--- src/rtl/qd_bplane_pkg.sv ---
package qd_bplane_pkg;

  // per-plane survival verdict for the two quadric depths
  typedef struct packed {
    logic keep_f;
    logic keep_b;
  } cut_t;

endpackage

--- src/rtl/qd_plane_cut.sv ---
module qd_plane_cut
  import qd_bplane_pkg::*;
#(
  parameter int DEPTH_W = 24
) (
  input  logic [DEPTH_W-1:0] zp_i,
  input  logic [DEPTH_W-1:0] zf_i,
  input  logic [DEPTH_W-1:0] zb_i,
  input  logic               facing_neg_i,
  input  logic               flat_i,
  output cut_t               cut_o
);

  localparam int DW = DEPTH_W + 1;

  logic [DW-1:0] diff_f, diff_b;
  logic          gt_f, lt_f, gt_b, lt_b;
  logic          zp_neg;

  // sign-extended by one bit so the difference cannot overflow
  assign diff_f = {zp_i[DEPTH_W-1], zp_i} - {zf_i[DEPTH_W-1], zf_i};
  assign diff_b = {zp_i[DEPTH_W-1], zp_i} - {zb_i[DEPTH_W-1], zb_i};

  assign lt_f   = diff_f[DW-1];
  assign lt_b   = diff_b[DW-1];
  assign gt_f   = !diff_f[DW-1] && (diff_f != '0);
  assign gt_b   = !diff_b[DW-1] && (diff_b != '0);
  assign zp_neg = zp_i[DEPTH_W-1];

  always_comb begin
    cut_o = '{keep_f: 1'b1, keep_b: 1'b1};
    if (flat_i) begin
      if (zp_neg) cut_o = '{keep_f: 1'b0, keep_b: 1'b0};
    end else if (facing_neg_i) begin
      if (gt_b)      cut_o = '{keep_f: 1'b0, keep_b: 1'b0};
      else if (gt_f) cut_o.keep_f = 1'b0;
    end else begin
      if (lt_f)      cut_o = '{keep_f: 1'b0, keep_b: 1'b0};
      else if (lt_b) cut_o.keep_b = 1'b0;
    end
  end

endmodule

--- src/rtl/qd_cut_merge.sv ---
module qd_cut_merge
  import qd_bplane_pkg::*;
#(
  parameter int DEPTH_W    = 24,
  parameter int NUM_PLANES = 4
) (
  input  cut_t [NUM_PLANES-1:0] cuts_i,
  input  logic [DEPTH_W-1:0]    zf_i,
  input  logic [DEPTH_W-1:0]    zb_i,
  input  logic                  disc_neg_i,
  output logic [DEPTH_W-1:0]    zsel_o,
  output logic [DEPTH_W-1:0]    zout_o,
  output logic                  back_sel_o
);

  localparam logic [DEPTH_W-1:0] MAX_DEPTH = {1'b0, {(DEPTH_W-1){1'b1}}};

  logic [NUM_PLANES-1:0] kf_vec, kb_vec;
  logic                  ef, eb;

  for (genvar k = 0; k < NUM_PLANES; k++) begin : g_split
    assign kf_vec[k] = cuts_i[k].keep_f;
    assign kb_vec[k] = cuts_i[k].keep_b;
  end

  assign ef         = &kf_vec;
  assign eb         = &kb_vec;
  assign zsel_o     = ef ? zf_i : zb_i;
  assign zout_o     = ((!ef && !eb) || disc_neg_i) ? MAX_DEPTH : zsel_o;
  assign back_sel_o = !ef && eb;

endmodule

--- src/rtl/qd_bplane_sel.sv ---
module qd_bplane_sel
  import qd_bplane_pkg::*;
#(
  parameter int DEPTH_W    = 24,
  parameter int NUM_PLANES = 4
) (
  input  logic                          clk_i,
  input  logic                          rst_ni,
  input  logic                          valid_i,
  input  logic [DEPTH_W-1:0]            zf_i,
  input  logic [DEPTH_W-1:0]            zb_i,
  input  logic [NUM_PLANES*DEPTH_W-1:0] zp_i,
  input  logic [NUM_PLANES-1:0]         facing_neg_i,
  input  logic [NUM_PLANES-1:0]         flat_i,
  input  logic                          disc_neg_i,
  output logic                          valid_o,
  output logic [DEPTH_W-1:0]            zsel_o,
  output logic [DEPTH_W-1:0]            zout_o,
  output logic                          back_sel_o
);

  localparam logic [DEPTH_W-1:0] MAX_DEPTH = {1'b0, {(DEPTH_W-1){1'b1}}};

  cut_t [NUM_PLANES-1:0] cuts;
  logic [DEPTH_W-1:0]    zsel_d, zout_d;
  logic                  back_sel_d;

  for (genvar k = 0; k < NUM_PLANES; k++) begin : g_plane
    qd_plane_cut #(.DEPTH_W(DEPTH_W)) u_cut (
      .zp_i        (zp_i[k*DEPTH_W +: DEPTH_W]),
      .zf_i        (zf_i),
      .zb_i        (zb_i),
      .facing_neg_i(facing_neg_i[k]),
      .flat_i      (flat_i[k]),
      .cut_o       (cuts[k])
    );
  end

  qd_cut_merge #(.DEPTH_W(DEPTH_W), .NUM_PLANES(NUM_PLANES)) u_merge (
    .cuts_i    (cuts),
    .zf_i      (zf_i),
    .zb_i      (zb_i),
    .disc_neg_i(disc_neg_i),
    .zsel_o    (zsel_d),
    .zout_o    (zout_d),
    .back_sel_o(back_sel_d)
  );

  always_ff @(posedge clk_i or negedge rst_ni) begin
    if (!rst_ni) begin
      valid_o    <= 1'b0;
      zsel_o     <= '0;
      zout_o     <= MAX_DEPTH;
      back_sel_o <= 1'b0;
    end else begin
      valid_o <= valid_i;
      if (valid_i) begin
        zsel_o     <= zsel_d;
        zout_o     <= zout_d;
        back_sel_o <= back_sel_d;
      end
    end
  end


  valid_follow_chk: assert property (@(posedge clk_i) disable iff (!rst_ni)
    valid_i |=> valid_o);


  idle_hold_chk: assert property (@(posedge clk_i) disable iff (!rst_ni)
    !valid_i |=> (!valid_o && $stable(zout_o) && $stable(zsel_o) && $stable(back_sel_o)));


  no_hit_max_chk: assert property (@(posedge clk_i) disable iff (!rst_ni)
    (valid_i && disc_neg_i) |=> (zout_o == MAX_DEPTH));


  zsel_source_chk: assert property (@(posedge clk_i) disable iff (!rst_ni)
    valid_i |=> (zsel_o == $past(zf_i) || zsel_o == $past(zb_i)));


  back_pick_chk: assert property (@(posedge clk_i) disable iff (!rst_ni)
    valid_i |=> (!back_sel_o || zsel_o == $past(zb_i)));


  zout_source_chk: assert property (@(posedge clk_i) disable iff (!rst_ni)
    valid_o |-> (zout_o == MAX_DEPTH || zout_o == zsel_o));

endmodule

--- config.mk ---
export PLATFORM = sky130hd
export DESIGN_NAME = qd_bplane_sel
export DESIGN_NICKNAME = d
export VERILOG_FILES = /design/src/rtl/qd_bplane_pkg.sv /design/src/rtl/qd_plane_cut.sv /design/src/rtl/qd_cut_merge.sv /design/src/rtl/qd_bplane_sel.sv
export SDC_FILE = /design/constraint.sdc
export NUM_CORES = 1
export LEC_CHECK = 0
export BUFFER_PORTS_ARGS = -buffer_cell sky130_fd_sc_hd__buf_2
export CAP_MARGIN = 20
export CORE_MARGIN = 4
export CORE_UTILIZATION = 39
export DETAILED_ROUTE_END_ITERATION = 8
export GPL_TIMING_DRIVEN = 0
export SYNTH_ARGS = -nofsm -noshare
export SYNTH_HDL_FRONTEND = slang
export SYNTH_SLANG_ARGS = --single-unit
--- constraint.sdc ---
create_clock -name clk_i -period 2 [get_ports clk_i]
set_input_delay 0.1 -clock clk_i [delete_from_list [all_inputs] [get_ports clk_i]]
set_output_delay 0.1 -clock clk_i [all_outputs]
set_load 0.1 [all_outputs]
Yosys cells after proc, flatten, opt, wreduce, memory -nomap -nowiden
Index checks and enable logic that the tools add are counted.

Register bits after elaboration: 50. Bits in latches: 0. Memory bits (writable): 0. Memory bits (read-only): 0. Output and inout port bits: 50. Memories: 0.

$add $sub $neg: 8. Multipliers: 0. Divide/modulo/power cells: 0. Magnitude comparators: 0. Equal/unequal tests: 0. Shift operators: 0. Multiplexer cells: 38. Bitwise gates (word level): 0. Reduce and logical (&&, ||, !) cells: 31.

Operators with widths (number): 25-bit nonzero test (8); 24-bit by 24-bit subtractor with 25-bit output (8); 24-bit 2-to-1 mux (2); 1-bit 2-to-1 mux (24); 2-bit 2-to-1 mux (12); 1-bit logical AND (10); 1-bit logical NOT (10); 4-bit AND reduction (2); 1-bit logical OR (1).

Logic depth before layout (Yosys ltp)
Gate-level depths: netlist of the first run.

Word-level depth: 12. Gate-level depth with buffers: 17.

By module
A second synthesis of the first run with hierarchy kept.

Cell total of the unflattened synthesis: 2142. Area, all modules: 15020.7 µm².

By module, submodules not included: qd_plane_cut (g_plane[0].u_cut) (instances 1, cells each 486, area an instance 3255.6 µm²); qd_plane_cut (g_plane[2].u_cut) (instances 1, cells each 467, area an instance 3100.5 µm²); qd_plane_cut (g_plane[3].u_cut) (instances 1, cells each 470, area an instance 3052.9 µm²); qd_plane_cut (g_plane[1].u_cut) (instances 1, cells each 453, area an instance 2955.3 µm²); qd_bplane_sel (instances 1, cells each 104, area an instance 1918.1 µm²); qd_cut_merge (instances 1, cells each 162, area an instance 738.2 µm²).

Worst setup path before layout of the first run
Ideal clock, no wire load.

Path kind: input to register. From: in zp_i[24]. To: reg zout_o[23]. Library setup time: 133 ps. Arrival: 3767 ps. Required time: 1867 ps. Path slack: -1900 ps. Stages: 17. Path buffers: 2. Cells stage by stage: inv_1 > ha_1 > fa_1 > xor2_1 > nand4_1 > a211oi_2 > o211ai_1 > or4_1 > or4_1 > a2111oi_2 > a41o_1 > o21ai_1 > or3_1 > buf_6 > o211ai_4 > buf_6 > o31ai_1.

Word-level cells in the longest chain between the ends: 12. Elaborated cells between the ends (all ways): 24. Classes of those cells: add/sub (2); mux (10); reduce/logical (12).

Ends and longest elaborated chain: from (decl) (line qd_bplane_sel.sv:12) `input logic [NUM_PLANES*DEPTH_W-1:0] zp_i,`; 24-bit by 24-bit subtractor with 25-bit output (line qd_plane_cut.sv:21) `assign diff_f = {zp_i[DEPTH_W-1], zp_i} - {zf_i[DEPTH_W-1], zf_i};`; 25-bit nonzero test / 1-bit logical NOT (equally long branches) (line qd_plane_cut.sv:26) `assign gt_f = !diff_f[DW-1] && (diff_f != '0);`; 1-bit logical AND (line qd_plane_cut.sv:26); 1-bit 2-to-1 mux (line qd_plane_cut.sv:36) `else if (gt_f) cut_o.keep_f = 1'b0;`; 1-bit 2-to-1 mux (line qd_plane_cut.sv:35) `if (gt_b) cut_o = '{keep_f: 1'b0, keep_b: 1'b0};`; 2-bit 2-to-1 mux * (line qd_plane_cut.sv:34) `end else if (facing_neg_i) begin`; 2-bit 2-to-1 mux * (line qd_plane_cut.sv:32) `if (flat_i) begin`; 4-bit AND reduction (line qd_cut_merge.sv:26) `assign ef = &kf_vec;`; 1-bit logical NOT (line qd_cut_merge.sv:29) `assign zout_o = ((!ef && !eb) || disc_neg_i) ? MAX_DEPTH : zsel_o;`; 1-bit logical AND (line qd_cut_merge.sv:29); 1-bit logical OR (line qd_cut_merge.sv:29); 24-bit 2-to-1 mux * (line qd_cut_merge.sv:29); to (signal assigned) (line qd_bplane_sel.sv:59) `zout_o <= zout_d;`; to (decl) (line qd_bplane_sel.sv:18) `output logic [DEPTH_W-1:0] zout_o,`.

Every way passes the cells marked *; elsewhere a longest branch is shown, timed or not. A chain may end at the register's enable or synchronous reset.

Final worst setup path of the first run
From: in zb_i[15]. To: reg zout_o[7].

Word-level cells in the longest chain between the ends: 11. Elaborated cells between the ends (all ways): 48. Classes of those cells: add/sub (4); mux (26); reduce/logical (18).

Ends and longest elaborated chain: from (decl) (line qd_bplane_sel.sv:11) `input logic [DEPTH_W-1:0] zb_i,`; 24-bit by 24-bit subtractor with 25-bit output (line qd_plane_cut.sv:22) `assign diff_b = {zp_i[DEPTH_W-1], zp_i} - {zb_i[DEPTH_W-1], zb_i};`; 25-bit nonzero test / 1-bit logical NOT (equally long branches) (line qd_plane_cut.sv:27) `assign gt_b = !diff_b[DW-1] && (diff_b != '0);`; 1-bit logical AND (line qd_plane_cut.sv:27); 1-bit 2-to-1 mux (line qd_plane_cut.sv:35); 2-bit 2-to-1 mux (line qd_plane_cut.sv:34); 2-bit 2-to-1 mux (line qd_plane_cut.sv:32); 4-bit AND reduction (on tied branches) (line qd_cut_merge.sv:26, qd_cut_merge.sv:27); 1-bit logical NOT (line qd_cut_merge.sv:29); 1-bit logical AND (line qd_cut_merge.sv:29); 1-bit logical OR (line qd_cut_merge.sv:29); 24-bit 2-to-1 mux * (line qd_cut_merge.sv:29).

Marked as above.

==> tab_implementation.tex, run 1 <==
\begin{tabular}{lr}
\hline
Metric & Value \\
\hline
\multicolumn{2}{l}{\textbf{Routing}} \\
Total wire length & 70.94 mm \\
Detail-routed net length per standard cell & around 26 um \\
Initial DRT Pass Iterations & 6 \\
Via-per-instance ratio & approximately 6.6 \\
Number of design-rule violations left by the first detailed-router iteration & $\sim$1.6k \\
DRC & 0 \\
Routed vias & $\sim$18k \\
Remaining number of nets flagged by the antenna check after routing & 0 \\
\multicolumn{2}{l}{\textbf{Floorplan}} \\
Starting Density & $\sim$40\% \\
I/O pin count & between 200 and 250 \\
Horizontal die dimension & just under 200 um \\
Height of the chip & about 200 um \\
Core region area & around 0.036 sq mm \\
Die area & 0.03915 sq mm \\
Cell Rows & 69 \\
\multicolumn{2}{l}{\textbf{Cells and area}} \\
Post-Layout Cell Count & around 2.7k \\
Area used by sequential logic in the layout & 0.001280 sq mm \\
Share of layout cells above drive strength 1 & 30.83\% \\
Antenna diode count & 0 \\
Final \#Nets & between 2k and 3k \\
Fill cells & around 3.5k \\
Share of the core filled with cells in the final layout & approximately 54\% \\
Area grow syn2layout & 35.81\% \\
Post-Layout Inst Area & approximately 0.019 sq mm \\
Multi-input logic area & around 0.014 sq mm \\
\multicolumn{2}{l}{\textbf{Synthesis}} \\
Average instance area after synthesis & $\sim$7.1 sq um \\
Commonest register cell after synthesis & sky130\_fd\_sc\_hd\_\_dfrtp\_1 \\
Share of synthesized registers carrying an async set or reset & between 90\% and 100\% \\
Count of flip-flops with a built-in enable after synthesis & 0 \\
Number of flip-flops and latches in the synthesized netlist & 50 \\
Synthesized cell area & between 0.01 and 0.015 sq mm \\
Distinct cells, synth & 85 \\
Post-synthesis sequential area ratio & 9.105\% \\
Net count after synthesis & about 2.3k \\
Warnings from Yosys & 0 \\
Cells after Synth & 1975 \\
\multicolumn{2}{l}{\textbf{Setup path}} \\
Worst setup startpoint & zb\_i[15] \\
Setup slack of the worst register-to-register path & $\sim$0.90 ns \\
Most frequent CP cell & sky130\_fd\_sc\_hd\_\_buf\_4 \\
Capturing point of the worst reg2reg path & zout\_o[2] \\
Cell count of the worst reg-to-reg path & 3 \\
Crit path DAT & between 4 and 5 ns \\
End of the critical path & zout\_o[7] \\
Worst path cell trace & buf\_4 -> clkinvlp\_4 -> buf\_4 -> ha\_4 -> a211oi\_4 -> nor2\_2 -> o31ai\_4 -> o211ai\_1 -> or4\_1 -> or4\_4 -> a2111oi\_4 -> a41o\_1 -> o21ai\_2 -> or3\_1 -> buf\_6 -> o211ai\_4 -> buf\_12 -> clkbuf\_16 -> o31a\_1 \\
Crit path capture type & flop \\
Worst path required time & about 2.3 ns \\
Cell type of the slowest stage on the worst timing path & sky130\_fd\_sc\_hd\_\_or4\_4 \\
Worst Setup Path Type & primary input to flop \\
Worst path depth & 19 \\
Delay-heaviest family, CP & compound AO/OA/AOI/OAI gates \\
Reg-to-reg startpoint & zout\_o[2] \\
Critical path launch point type & primary input \\
Crit path buf inv count & 6 \\
Worst-path maximum fanout & 10 \\
Longest individual stage delay on the worst path & $\sim$0.45 ns \\
\multicolumn{2}{l}{\textbf{Status}} \\
Status & finished, violations left \\
Failing checks & negative setup slack \\
\multicolumn{2}{l}{\textbf{Power and ir drop}} \\
VDD IR-drop max & about 0.44 mV \\
Internal power consumption & around 0.0043 W \\
Relative contribution of sequential cells to total power & 13.1\% \\
Power density of the placed cells & approximately 470 mW/mm\^{}2 \\
Logic gate share of total power & 74.8\% \\
Net switching share of the total power & 52.70\% \\
Portion of total power attributed to the clock network & 12.1\% \\
Overall power & approximately 0.009 W \\
Psw & between 0.004 and 0.005 W \\
Static Leak & about 7.6 nW \\
\multicolumn{2}{l}{\textbf{Placement}} \\
DP Area & 0.01573 sq mm \\
Final HPWL from detailed placement & between 50 and 60 mm \\
Total of buffers placed on input and output ports & 205 \\
Last weighted congestion value of the routability-driven placer & $\sim$1 \\
Placed insts & between 2k and 3k \\
\multicolumn{2}{l}{\textbf{Clock tree}} \\
CTS HTree Levels & 2 \\
Number of buffers between clock root and the deepest sink & 2 \\
Num CTS Buffers & 5 \\
CTS root buf & sky130\_fd\_sc\_hd\_\_clkbuf\_16 \\
Register clock-pin slew on the reported worst setup and hold paths & approximately 0.080 ns \\
TritonCTS clock tree & yes \\
Number of clock sinks & 50 \\
Clock latency on the worst-skew pair & approximately 0.3 ns \\
\multicolumn{2}{l}{\textbf{Job}} \\
Maxcap violations & 0 \\
\multicolumn{2}{l}{\textbf{Global routing}} \\
Wire length of the first global-routing pass & about 100 mm \\
Overall track demand over capacity in global routing & about a third \\
Maximum number of pins on one net before global-route repair & 36 \\
Overflow left after global routing & 0 \\
Met2 track demand over resource in global routing & a little over half \\
Met1 Usage GRT & about 47\% \\
GR met3 Demand/Resource & 4.798\% \\
Initial antenna violation count & 1 \\
Via count of the first global-routing pass & 16.95k \\
GRT Max-Usage Layer & met2 \\
\multicolumn{2}{l}{\textbf{STA}} \\
Transition time at the pin with the least slew margin & around 0.67 ns \\
Hold violation total from the final report & 0 \\
Pins over their slew limit & 0 \\
Setup repair after global routing missed its margin & true \\
Fraction of the cycle the final worst path needs & 196.6\% \\
Largest clock skew in the final design & 0 ns \\
Number of endpoints failing setup at the final stage & 49 \\
Peak Freq & 0.2543 GHz \\
Rel. slew slack & between 50\% and 60\% \\
Final worst setup slack & -1.933 ns \\
Fin crit period & 3.933 ns \\
\multicolumn{2}{l}{\textbf{Hold path}} \\
Class of the tightest hold or removal check & primary input to flop \\
\hline
\end{tabular}
==> what timing repair did <==
item                                    CTS  global route
gates resized for setup                 346           122
hold buffers                              1             0
endpoints found under the setup margin   49            49
endpoints found under the hold margin    10             0
pin swaps                                58            47
gates cloned                              2             1
buffers inserted                        108            12
==> power by group through the flow <==
stage | sequential, W | clock, W | combinational, W
2_1_floorplan | 0.00175 | 0 | 0.00331
3_3_place_gp | 0.00119 | 0 | 0.00539
3_5_place_dp | 0.00119 | 0 | 0.00542
4_1_cts | 0.00118 | 0.00107 | 0.00633
5_1_grt | 0.00119 | 0.00111 | 0.00718
6_report | 0.00118 | 0.00109 | 0.00673
==> cells in the mapped netlist (all sizes together), types with 24 or more instances <==
cell type  count  area share [%]
a211oi        43             2.4
a21o          46             2.5
a21oi        201             7.2
a31oi         54             2.4
a41oi         26             1.7
clkbuf        66             1.8
dfrtp         27             4.8
ha           192              17
inv           94             2.5
nand2        137             3.7
nand2b        40             1.8
nand3         47             1.7
nand4         45             2.0
nor2         187             5.0
nor3          48             1.7
o211ai        24             1.4
o21a          42             2.2
o21ai        158             5.6
o31a          34             2.1
xnor2         43             2.7
xor2          33             2.1
==> cell usage in the layout, fill, tap and decap left out, types with 36 or more instances in the layout <==
cell and count:
sky130_fd_sc_hd__a21o_1 45, sky130_fd_sc_hd__a21oi_1 168, sky130_fd_sc_hd__a31oi_1 47, sky130_fd_sc_hd__buf_12 36
sky130_fd_sc_hd__buf_2 198, sky130_fd_sc_hd__buf_4 92, sky130_fd_sc_hd__clkinvlp_4 43, sky130_fd_sc_hd__ha_1 115
sky130_fd_sc_hd__ha_4 42, sky130_fd_sc_hd__inv_1 48, sky130_fd_sc_hd__nand2_1 135, sky130_fd_sc_hd__nand2b_1 39
sky130_fd_sc_hd__nand3_1 46, sky130_fd_sc_hd__nand4_1 45, sky130_fd_sc_hd__nor2_1 183, sky130_fd_sc_hd__nor3_1 45
sky130_fd_sc_hd__o21a_1 42, sky130_fd_sc_hd__o21ai_0 111, sky130_fd_sc_hd__xnor2_1 43
==> routing by layer <==
metal	vias to the layer above	share of wire, %
li1	8253	-
met1	8574	42
met2	967	42
met3	189	9.2
met4	2	6.0
met5	-	0.017
==> area by class of cell <==
type	count	area share, %
buffer	47	1.592
clock buffer	6	0.7274
clock inverter	2	0.2031
inverter	94	2.759
multi-input combinational	1751	71.98
sequential	50	6.704
tap	461	3.021
timing repair buffer	330	13.01
==> through the flow <==
stage          setup TNS (ns)  setup WS [ns]  hold slack, ns
2_1_floorplan          -81.32         -1.735         -0.1956
3_3_place_gp          -163.90         -3.459          0.3520
3_5_place_dp          -164.99         -3.482         0.06586
4_1_cts                -87.47         -1.861         0.02889
5_1_grt                -95.79         -2.029         0.03221
6_report               -90.22         -1.933         0.03985
==> registers in the layout, summed over array words and instances, names as in the netlist <==
name and flops:
back_sel_o 1, valid_o 1, zout_o 24, zsel_o 24
==> worst min path at each step <==
stage	cells after the start	startpoint	slack, ns	to
final	1	valid_i	0.04	valid_o
after global routing	1	valid_i	0.03	valid_o
after CTS	1	valid_i	0.03	valid_o
after detailed placement	1	rst_ni	0.07	zsel_o[15]
after global placement	2	zb_i[12]	0.35	zout_o[12]
after floorplan	0	rst_ni	-0.20	back_sel_o
==> kinds of logic after synthesis <==
family / share of synthesized area [%]
flops: 9.105
buf+inv: 4.895
simple gates: 22.93
fa+ha+maj: 18.23
mux: 2.056
compound gates: 38.06
xor+xnor: 4.735
(Power assumes the default switching activity.)
==> inputs of run 2 (changes only) <==
BUFFER_PORTS_ARGS = -buffer_cell sky130_fd_sc_hd__buf_4   (was -buffer_cell sky130_fd_sc_hd__buf_2)
==> run 2 against run 1 <==
Net effect: the flow still finishes with violations (negative setup slack); routed wire length down 0.21%; combinational power is 5.5% higher; sequential cell count unchanged; total power is 3.9% higher; via count is 0.21% higher.
==> tab_implementation.tex, run 2 (synthesis gave the netlist of run 1 again) <==
\begin{tabular}{lr}
\hline
Metric & Value \\
\hline
\multicolumn{2}{l}{\textbf{Status}} \\
Status & finished, violations left (unchanged) \\
Failing checks & negative setup slack (unchanged) \\
\multicolumn{2}{l}{\textbf{Floorplan}} \\
I/O pin count & 206 (unchanged) \\
Cell Rows & 69 (unchanged) \\
Starting Density & 39.52\% (unchanged) \\
Height of the chip & 197.9 um (unchanged) \\
Core region area & 0.03557 sq mm (unchanged) \\
Die area & 0.03915 sq mm (unchanged) \\
Horizontal die dimension & 197.9 um (unchanged) \\
\multicolumn{2}{l}{\textbf{STA}} \\
Setup repair after global routing missed its margin & true (unchanged) \\
Rel. slew slack & 53.73\% (was 55.50\%) \\
Fraction of the cycle the final worst path needs & 191.1\% (was 196.6\%) \\
Transition time at the pin with the least slew margin & 0.6941 ns (was 0.6675 ns) \\
Largest clock skew in the final design & 0 ns (unchanged) \\
Peak Freq & 0.2616 GHz (was 0.2543 GHz) \\
Final worst setup slack & -1.823 ns (was -1.933 ns) \\
Minimum hold slack & 0.01971 ns (was 0.03985 ns) \\
Hold violation total from the final report & 0 (unchanged) \\
Pins over their slew limit & 0 (unchanged) \\
Number of endpoints failing setup at the final stage & 49 (unchanged) \\
Fin crit period & 3.823 ns (was 3.933 ns) \\
\multicolumn{2}{l}{\textbf{Setup path}} \\
Reg-to-reg startpoint & zout\_o[3] (was zout\_o[2]) \\
Worst-path maximum fanout & 9 (was 10) \\
Worst path required time & 2.24 ns (was 2.25 ns) \\
Worst Setup Path Type & primary input to flop (unchanged) \\
Worst path cell trace & buf\_4 -> clkinvlp\_4 -> buf\_4 -> ha\_1 -> buf\_2 -> nand3\_1 -> a311oi\_4 -> o21ai\_2 -> o2111a\_1 -> a311o\_1 -> or4\_4 -> o21ai\_4 -> o21ai\_2 -> or3\_4 -> o211ai\_4 -> buf\_12 -> clkbuf\_16 -> o31a\_1 (was buf\_4 -> clkinvlp\_4 -> buf\_4 -> ha\_4 -> a211oi\_4 -> nor2\_2 -> o31ai\_4 -> o211ai\_1 -> or4\_1 -> or4\_4 -> a2111oi\_4 -> a41o\_1 -> o21ai\_2 -> or3\_1 -> buf\_6 -> o211ai\_4 -> buf\_12 -> clkbuf\_16 -> o31a\_1) \\
Delay-heaviest family, CP & compound AO/OA/AOI/OAI gates (unchanged) \\
Crit path capture type & flop (unchanged) \\
Cell type of the slowest stage on the worst timing path & sky130\_fd\_sc\_hd\_\_or4\_4 (unchanged) \\
Longest individual stage delay on the worst path & 0.44 ns (was 0.45 ns) \\
Crit path DAT & 4.06 ns (was 4.18 ns) \\
Crit path buf inv count & 6 (unchanged) \\
Worst setup startpoint & zf\_i[9] (was zb\_i[15]) \\
Critical path launch point type & primary input (unchanged) \\
\multicolumn{2}{l}{\textbf{Job}} \\
Maxcap violations & 0 (unchanged) \\
\multicolumn{2}{l}{\textbf{Routing}} \\
Number of design-rule violations left by the first detailed-router iteration & 1850 (was 1597) \\
Remaining number of nets flagged by the antenna check after routing & 0 (unchanged) \\
Initial DRT Pass Iterations & 7 (was 6) \\
Via-per-instance ratio & 6.511 (was 6.561) \\
Total wire length & 70.79 mm (was 70.94 mm) \\
Routed vias & 18.02k (was 17.99k) \\
Detail-routed net length per standard cell & 25.58 um (was 25.88 um) \\
DRC & 0 (unchanged) \\
\multicolumn{2}{l}{\textbf{Cells and area}} \\
Area grow syn2layout & 43.62\% (was 35.81\%) \\
Post-Layout Inst Area & 0.02019 sq mm (was 0.01909 sq mm) \\
Fill cells & 3365 (was 3483) \\
Final \#Nets & 2661 (was 2635) \\
Largest registers in the final layout & zout\_o (24), zsel\_o (24) (unchanged) \\
Commonest cells after routing, fill and taps aside & sky130\_fd\_sc\_hd\_\_buf\_4, sky130\_fd\_sc\_hd\_\_nor2\_1, sky130\_fd\_sc\_hd\_\_a21oi\_1, sky130\_fd\_sc\_hd\_\_nand2\_1, sky130\_fd\_sc\_hd\_\_ha\_1 (was sky130\_fd\_sc\_hd\_\_buf\_2, sky130\_fd\_sc\_hd\_\_nor2\_1, sky130\_fd\_sc\_hd\_\_a21oi\_1, sky130\_fd\_sc\_hd\_\_nand2\_1, sky130\_fd\_sc\_hd\_\_ha\_1) \\
Most common cell after layout, fill and taps aside & sky130\_fd\_sc\_hd\_\_buf\_4 (was sky130\_fd\_sc\_hd\_\_buf\_2) \\
Share of layout cells above drive strength 1 & 34.13\% (was 30.83\%) \\
\multicolumn{2}{l}{\textbf{Hold path}} \\
Startpoint of the worst hold path & valid\_i (unchanged) \\
Class of the tightest hold or removal check & primary input to flop (unchanged) \\
\multicolumn{2}{l}{\textbf{Placement}} \\
DP Area & 0.01621 sq mm (was 0.01573 sq mm) \\
Last weighted congestion value of the routability-driven placer & 0.9820 (was 0.9773) \\
Final HPWL from detailed placement & 52.90 mm (was 53.69 mm) \\
Total of buffers placed on input and output ports & 205 (unchanged) \\
\multicolumn{2}{l}{\textbf{Global routing}} \\
Overall track demand over capacity in global routing & 33.38\% (was 34.14\%) \\
Maximum number of pins on one net before global-route repair & 51 (was 36) \\
Wire length of the first global-routing pass & 101.0 mm (was 103.5 mm) \\
Via count of the first global-routing pass & 16.73k (was 16.95k) \\
Initial antenna violation count & 1 (unchanged) \\
Overflow left after global routing & 0 (unchanged) \\
\multicolumn{2}{l}{\textbf{Clock tree}} \\
Register clock-pin slew on the reported worst setup and hold paths & 0.07 ns (was 0.08 ns) \\
CTS HTree Levels & 2 (unchanged) \\
Clock latency on the worst-skew pair & 0.31 ns (was 0.30 ns) \\
CTS root buf & sky130\_fd\_sc\_hd\_\_clkbuf\_16 (unchanged) \\
Num CTS Buffers & 5 (unchanged) \\
Number of buffers between clock root and the deepest sink & 2 (unchanged) \\
TritonCTS clock tree & yes (unchanged) \\
Number of clock sinks & 50 (unchanged) \\
\multicolumn{2}{l}{\textbf{Power and ir drop}} \\
VDD IR-drop max & 0.5070 mV (was 0.4363 mV) \\
Power density of the placed cells & 463.2 mW/mm\^{}2 (was 471.4 mW/mm\^{}2) \\
Static Leak & 7.959 nW (was 7.552 nW) \\
\hline
\end{tabular}
run 2: what timing repair did:
item	in CTS	in global routing
pin swaps	48	93
buffers inserted	103	48
resized for setup	306	263
endpoints found under the hold margin	27	0
hold buffers	1	0
setup endpoints to repair	49	49
cloned	2	3
run 2: worst paths after layout:
kind | to | slack, ns | depth (start not counted)
setup reg to reg | zout_o[3] | 0.90 | 3
min in group asynchronous | zsel_o[15] | 0.36 | 2
setup / recovery | zout_o[2] | -1.82 | 18
hold reg to reg | back_sel_o | 0.51 | 2
hold / removal | valid_o | 0.02 | 1
max in group asynchronous | zsel_o[0] | 1.16 | 2
run 2: area by class of cell:
class	instances	area, sq um	area share, %
antenna	1	2.502	0.01239
buffer	42	326.6	1.617
clock buffer	6	138.9	0.6879
clock inverter	2	38.79	0.1921
inverter	94	526.8	2.609
multi-input combinational	1751	14110	69.86
sequential	50	1280	6.339
tap	461	576.8	2.857
timing repair buffer	361	3194	15.82
run 2: metrics by stage:
| stage | std cells | utilization (%) | setup TNS, ns | setup slack, ns | power [W] |
|---|---|---|---|---|---|
| finish | 2768 | 56.76 | -85.02 | -1.823 | 0.009351 |
| global route | 2767 | 56.76 | -88.90 | -1.890 | 0.009860 |
| CTS | 2728 | 52.22 | -88.34 | -1.857 | 0.008529 |
| detailed placement | 2641 | 45.59 | -150.64 | -3.160 | 0.006718 |
| global placement | 2641 | 45.59 | -147.54 | -3.082 | 0.006694 |
| floorplan | 1975 | - | -81.32 | -1.735 | 0.005060 |
run 2: report_power, final:
| group | internal, W | switching (W) |
|---|---|---|
| combinational | 0.00280 | 0.00430 |
| clock | 0.000631 | 0.000432 |
| sequential | 0.00111 | 0.0000795 |
run 2: routing by layer:
layer	up-vias	wire, um	global-route usage [%]
li1	8300	-	-
met1	8639	30080	47.13
met2	909	30420	51.45
met3	174	6553	4.339
met4	0	3746	13.44
met5	-	0	0
